### src/rtl/seqrd_pkg.sv
package seqrd_pkg;
  localparam int unsigned SEQ_ADDR_W  = 16;
  localparam int unsigned SEQ_DATA_W  = 16;
  localparam int unsigned SEQ_STAGE_W = 4;
endpackage

### src/rtl/seqrd_strobe.sv
module seqrd_strobe (
  input  logic clk,
  input  logic rst_ok_n,
  input  logic ld_sel,
  input  logic rd_sel,
  output logic inc_en
);
  logic armed_q, armed_d;
  logic cancel_q, cancel_d;

  always_comb begin
    cancel_d = rd_sel & (ld_sel | cancel_q);
    armed_d  = rd_sel & ~ld_sel & ~cancel_q;
    inc_en   = armed_q & ~rd_sel & ~ld_sel;
  end

  always_ff @(posedge clk or negedge rst_ok_n) begin
    if (!rst_ok_n) begin
      armed_q  <= 1'b0;
      cancel_q <= 1'b0;
    end else begin
      armed_q  <= armed_d;
      cancel_q <= cancel_d;
    end
  end


  cancel_chk: assert property (@(posedge clk) disable iff (!rst_ok_n)
    (ld_sel && rd_sel) |=> !inc_en);
endmodule

### src/rtl/seqrd_counter.sv
module seqrd_counter #(
  parameter int unsigned ADDR_W  = seqrd_pkg::SEQ_ADDR_W,
  parameter int unsigned STAGE_W = seqrd_pkg::SEQ_STAGE_W
) (
  input  logic              clk,
  input  logic              rst_ok_n,
  input  logic              load,
  input  logic [ADDR_W-1:0] load_val,
  input  logic              inc_en,
  output logic [ADDR_W-1:0] q
);
  localparam int unsigned NSTAGE = ADDR_W / STAGE_W;

  logic [NSTAGE:0]     stage_en;
  logic [ADDR_W-1:0]   q_d;

  assign stage_en[0] = inc_en;

  for (genvar s = 0; s < NSTAGE; s++) begin : g_stage
    logic [STAGE_W-1:0] nib_q;
    logic [STAGE_W-1:0] nib_d;
    assign nib_q = q[s*STAGE_W +: STAGE_W];
    assign stage_en[s+1] = stage_en[s] & (&nib_q);
    always_comb begin
      if (load)
        nib_d = load_val[s*STAGE_W +: STAGE_W];
      else if (stage_en[s])
        nib_d = nib_q + 1'b1;
      else
        nib_d = nib_q;
    end
    assign q_d[s*STAGE_W +: STAGE_W] = nib_d;
  end

  always_ff @(posedge clk or negedge rst_ok_n) begin
    if (!rst_ok_n) q <= '0;
    else           q <= q_d;
  end


  inc_chk: assert property (@(posedge clk) disable iff (!rst_ok_n)
    (inc_en && !load) |=> (q == $past(q) + 1'b1));

  wrap_chk: assert property (@(posedge clk) disable iff (!rst_ok_n)
    (inc_en && !load && (&q)) |=> (q == '0));

  idle_chk: assert property (@(posedge clk) disable iff (!rst_ok_n)
    (!inc_en && !load) |=> $stable(q));
endmodule

### src/rtl/seqrd_enables.sv
module seqrd_enables #(
  parameter int unsigned DATA_W = seqrd_pkg::SEQ_DATA_W
) (
  input  logic              rst_ok_n,
  input  logic              rd_sel,
  input  logic [DATA_W-1:0] mem_rdata,
  output logic              mem_ce_n,
  output logic              mem_oe_n,
  output logic              pram_dis,
  output logic [DATA_W-1:0] rd_data
);
  logic rd_act;

  always_comb begin
    rd_act   = rd_sel & rst_ok_n;
    mem_ce_n = ~rd_act;
    mem_oe_n = ~rd_act;
    pram_dis = rd_act;
    rd_data  = rd_act ? mem_rdata : '0;
  end
endmodule

### src/rtl/seq_read_port.sv
module seq_read_port #(
  parameter int unsigned ADDR_W  = seqrd_pkg::SEQ_ADDR_W,
  parameter int unsigned DATA_W  = seqrd_pkg::SEQ_DATA_W,
  parameter int unsigned STAGE_W = seqrd_pkg::SEQ_STAGE_W
) (
  input  logic              clk,
  input  logic              rst_n,
  input  logic              ld_sel,
  input  logic              rd_sel,
  input  logic [DATA_W-1:0] wdata,
  input  logic [DATA_W-1:0] mem_rdata,
  output logic [ADDR_W-1:0] mem_addr,
  output logic              mem_ce_n,
  output logic              mem_oe_n,
  output logic              pram_dis,
  output logic [DATA_W-1:0] rd_data
);
  logic [1:0] rst_sync_q;
  logic       rst_ok_n;
  logic       inc_en;

  always_ff @(posedge clk or negedge rst_n) begin
    if (!rst_n) rst_sync_q <= 2'b00;
    else        rst_sync_q <= {rst_sync_q[0], 1'b1};
  end
  assign rst_ok_n = rst_sync_q[1];

  seqrd_strobe u_strobe (
    .clk      (clk),
    .rst_ok_n (rst_ok_n),
    .ld_sel   (ld_sel),
    .rd_sel   (rd_sel),
    .inc_en   (inc_en)
  );

  seqrd_counter #(.ADDR_W(ADDR_W), .STAGE_W(STAGE_W)) u_cnt (
    .clk      (clk),
    .rst_ok_n (rst_ok_n),
    .load     (ld_sel),
    .load_val (wdata[ADDR_W-1:0]),
    .inc_en   (inc_en),
    .q        (mem_addr)
  );

  seqrd_enables #(.DATA_W(DATA_W)) u_en (
    .rst_ok_n  (rst_ok_n),
    .rd_sel    (rd_sel),
    .mem_rdata (mem_rdata),
    .mem_ce_n  (mem_ce_n),
    .mem_oe_n  (mem_oe_n),
    .pram_dis  (pram_dis),
    .rd_data   (rd_data)
  );


  load_chk: assert property (@(posedge clk) disable iff (!rst_ok_n)
    ld_sel |=> (mem_addr == $past(wdata[ADDR_W-1:0])));

  strobe_hold_chk: assert property (@(posedge clk) disable iff (!rst_ok_n)
    (rd_sel && $past(rd_sel) && !$past(ld_sel)) |-> $stable(mem_addr));

  pram_guard_chk: assert property (@(posedge clk) disable iff (!rst_ok_n)
    (!mem_oe_n || !mem_ce_n) |-> pram_dis);
endmodule

### config.mk
export PLATFORM = sky130hd
export DESIGN_NAME = seq_read_port
export DESIGN_NICKNAME = d
export VERILOG_FILES = /design/src/rtl/seqrd_pkg.sv /design/src/rtl/seqrd_strobe.sv /design/src/rtl/seqrd_counter.sv /design/src/rtl/seqrd_enables.sv /design/src/rtl/seq_read_port.sv
export SDC_FILE = /design/constraint.sdc
export NUM_CORES = 1
export LEC_CHECK = 0
export CAP_MARGIN = 40
export CORE_ASPECT_RATIO = 1.25
export CORE_MARGIN = 2
export CORE_UTILIZATION = 55
export CTS_CLUSTER_SIZE = 30
export DETAILED_ROUTE_END_ITERATION = 8
export DONT_BUFFER_PORTS = 1
export MAX_ROUTING_LAYER = met4
export PLACE_DENSITY = 0.79
export SYNTH_ARGS = -nofsm -noshare
export SYNTH_HDL_FRONTEND = slang
export SYNTH_SLANG_ARGS = --single-unit
### constraint.sdc
create_clock -name clk -period 3.23 [get_ports clk]
set_input_delay 0.646 -clock clk [delete_from_list [all_inputs] [get_ports clk]]
set_output_delay 0.646 -clock clk [all_outputs]
set_load 0.005 [all_outputs]
==> metrics.cfg <==
[grt]
grt_use_met2=0.284
grtUsageMet3=0.0422
antenna_found_initial=0
first_global_vias=815
grt_max_degree=36
grt_pass1_wl_um=3490
busiest_layer=met2
grt_use_met1=0.229
grtUsageTotal=0.187
grt-ovfl-total=0

[cts]
cts.repair.resized=0
cts_num_sinks=20
htreeDepth=1
path_clk_slew_ns=0.11
cts_inserted_buffers=3
cts_tree=done
cts_setup_buffers=0
root_buffer=clkbuf_4
clock_latency_ns=0.30
clockBufferDepth=2
holdBufCountCts=0

[synth]
async_reset_ff_frac=1.00
ys_top_cells_by_count=20 x dfrtp_1, 16 x and3_1, 11 x nand2_1, 11 x o21ai_0, 8 x xnor2_1
synth_nets=160
netlist.area_leader.share=0.420
ys_types=31
ys.warnings.count=0
avgSynthCellArea_um2=9.93
synthCells=120
synth_area_mm2=0.00119
yosys-top-cells-area=dfrtp_1 42%, and3_1 8.4%, xnor2_1 5.9%
synth_ff_type=dfrtp_1
yosysMostFrequentCell=dfrtp_1
synth.ff_latch_count=20
synth-edff-count=0
yosysSeqAreaShare=0.420
synth_top_area_cell=dfrtp_1

[timing]
layout_setup_ws_ns=1.30
setup_tns_ns=0
rsz0062_at_grt=no
report.final.setup_viol=0
max_freq_mhz=519
final-hold-violation-count=0
holdWs_ns=0.0193
slew_violations=0
min_period_over_period=0.597
skew_ns=0.00242
period_minus_slack_ns=1.93

[route]
drt_iter0_drc=15
drcViolationCount=0
dr.pass1.iters=4
vias=875
via_per_inst=6.39
routed_wl_um=2360
wire_per_inst_um=17.3
ant_nets=0

[setup_path]
cp.required_ns=2.58
worstSetupPathType=reg -> out
reg2reg_from=u_cnt.q[4]$_DFFE_PN0P_
cp-start-kind=register
worstPathArrival_ns=1.28
rrSetupSlack_ns=1.49
reg2regPathDepth=5
regToRegEndpoint=u_cnt.q[15]$_DFFE_PN0P_
worst_setup_path_end_kind=output pin
critPathMaxFanout=35

[place]
dpl.hpwl_um=1780
pre_cts_slack_ns=1.48
gp_congestion=0.896
port_buffers=0
dpl.cell_count=134

[die]
core_area_mm2=0.00200
fp.dieH_um=56.0
start_util=0.594
rows=18
ios=71
dieArea_mm2=0.00256
die_x_um=45.6

[pwr]
ir_drop_mv=0.259
power_uw=486
cellLeakagePower_nw=0.573
power.density_mw_per_mm2=402

[hold_path]
min_path_type=in -> async

[layout]
layout-drive-gt1-share=0.0940
fin_nets=159
diodes=0
fin_cells=137
syn_to_final_growth_pct=1.47

[status]
status=finished, final reports clean

[run]
cap_viol_max_count=0

## placed cells by master (no fill, tap or decap), types with 4 or more instances in the layout
master and n:
and3_1 16, dfrtp_1 20, ha_1 4, inv_1 4, mux2i_1 4, nand2_1 11, nand3_1 5, o21ai_0 11
xnor2_1 8
## final cells by class
class | instances | area (µm²)
Fill cell | 178 | 796
Multi-Input combinational cell | 89 | 638
Sequential cell | 20 | 500
Tap cell | 20 | 25.0
Clock buffer | 3 | 22.5
Inverter | 4 | 15.0
Timing Repair Buffer | 1 | 7.51
## stage by stage
stage / utilization / cell area, µm²
2_1_floorplan: - / 1190
3_3_place_gp: 0.592 / 1190
3_5_place_dp: 0.592 / 1190
4_1_cts: 0.603 / 1210
5_1_grt: 0.603 / 1210
6_report: 0.603 / 1210
## layer usage
| layer | up-vias | wire length [µm] | part of all wire |
|---|---|---|---|
| met3 | 5 | 152 | 0.064 |
| met2 | 31 | 1190 | 0.50 |
| met4 | 0 | 49 | 0.021 |
| met5 | - | 0 | 0 |
| li1 | 414 | - | - |
| met1 | 425 | 969 | 0.41 |
## logic make-up after synthesis
| family | count (synthesis) | share of synthesized area |
|---|---|---|
| AO/OA/AOI/OAI | 15 | 0.0693 |
| XOR/XNOR | 11 | 0.0809 |
| adder cells (fa/ha/maj) | 4 | 0.0420 |
| buffers and inverters | 11 | 0.0441 |
| flip-flops | 20 | 0.420 |
| multiplexers | 7 | 0.0620 |
| other | 1 | 0.00315 |
| AND/OR/NAND/NOR | 51 | 0.278 |
## registers in the layout, indices dropped and copies added, names as in the netlist
name	cells
u_strobe.cancel_q	1
rst_sync_q	2
u_strobe.armed_q	1
u_cnt.q	16
## worst max-delay path, cell delays in order (launching register included)
cell and delay, ns:
dfrtp_1 0.34, buf_4 0.31, and2_1 0.23, inv_1 0.09
## power breakdown
group | total [mW] | leakage [nW] | switching, mW | internal (mW)
Combinational | 0.0668 | 0.319 | 0.0339 | 0.0329
Sequential | 0.301 | 0.240 | 0.0294 | 0.272
Clock | 0.118 | 0.0138 | 0.0746 | 0.0436
Total | 0.486 | 0.573 | 0.138 | 0.348
## worst max-delay path by stage
stage / cells past startpoint / end / slack (ns) / from
after floorplan: 3 / rd_data[10] / 1.34 / rd_sel
after global placement: 4 / u_cnt.q[15]$_DFFE_PN0P_ / 1.51 / rd_sel
after detailed placement: 4 / u_cnt.q[11]$_DFFE_PN0P_ / 1.48 / rd_sel
after CTS: 3 / mem_ce_n / 1.28 / rst_sync_q[1]$_DFF_PN0_
after global routing: 3 / mem_ce_n / 1.21 / rst_sync_q[1]$_DFF_PN0_
final: 3 / mem_ce_n / 1.30 / rst_sync_q[1]$_DFF_PN0_
(Power assumes the default switching activity.)
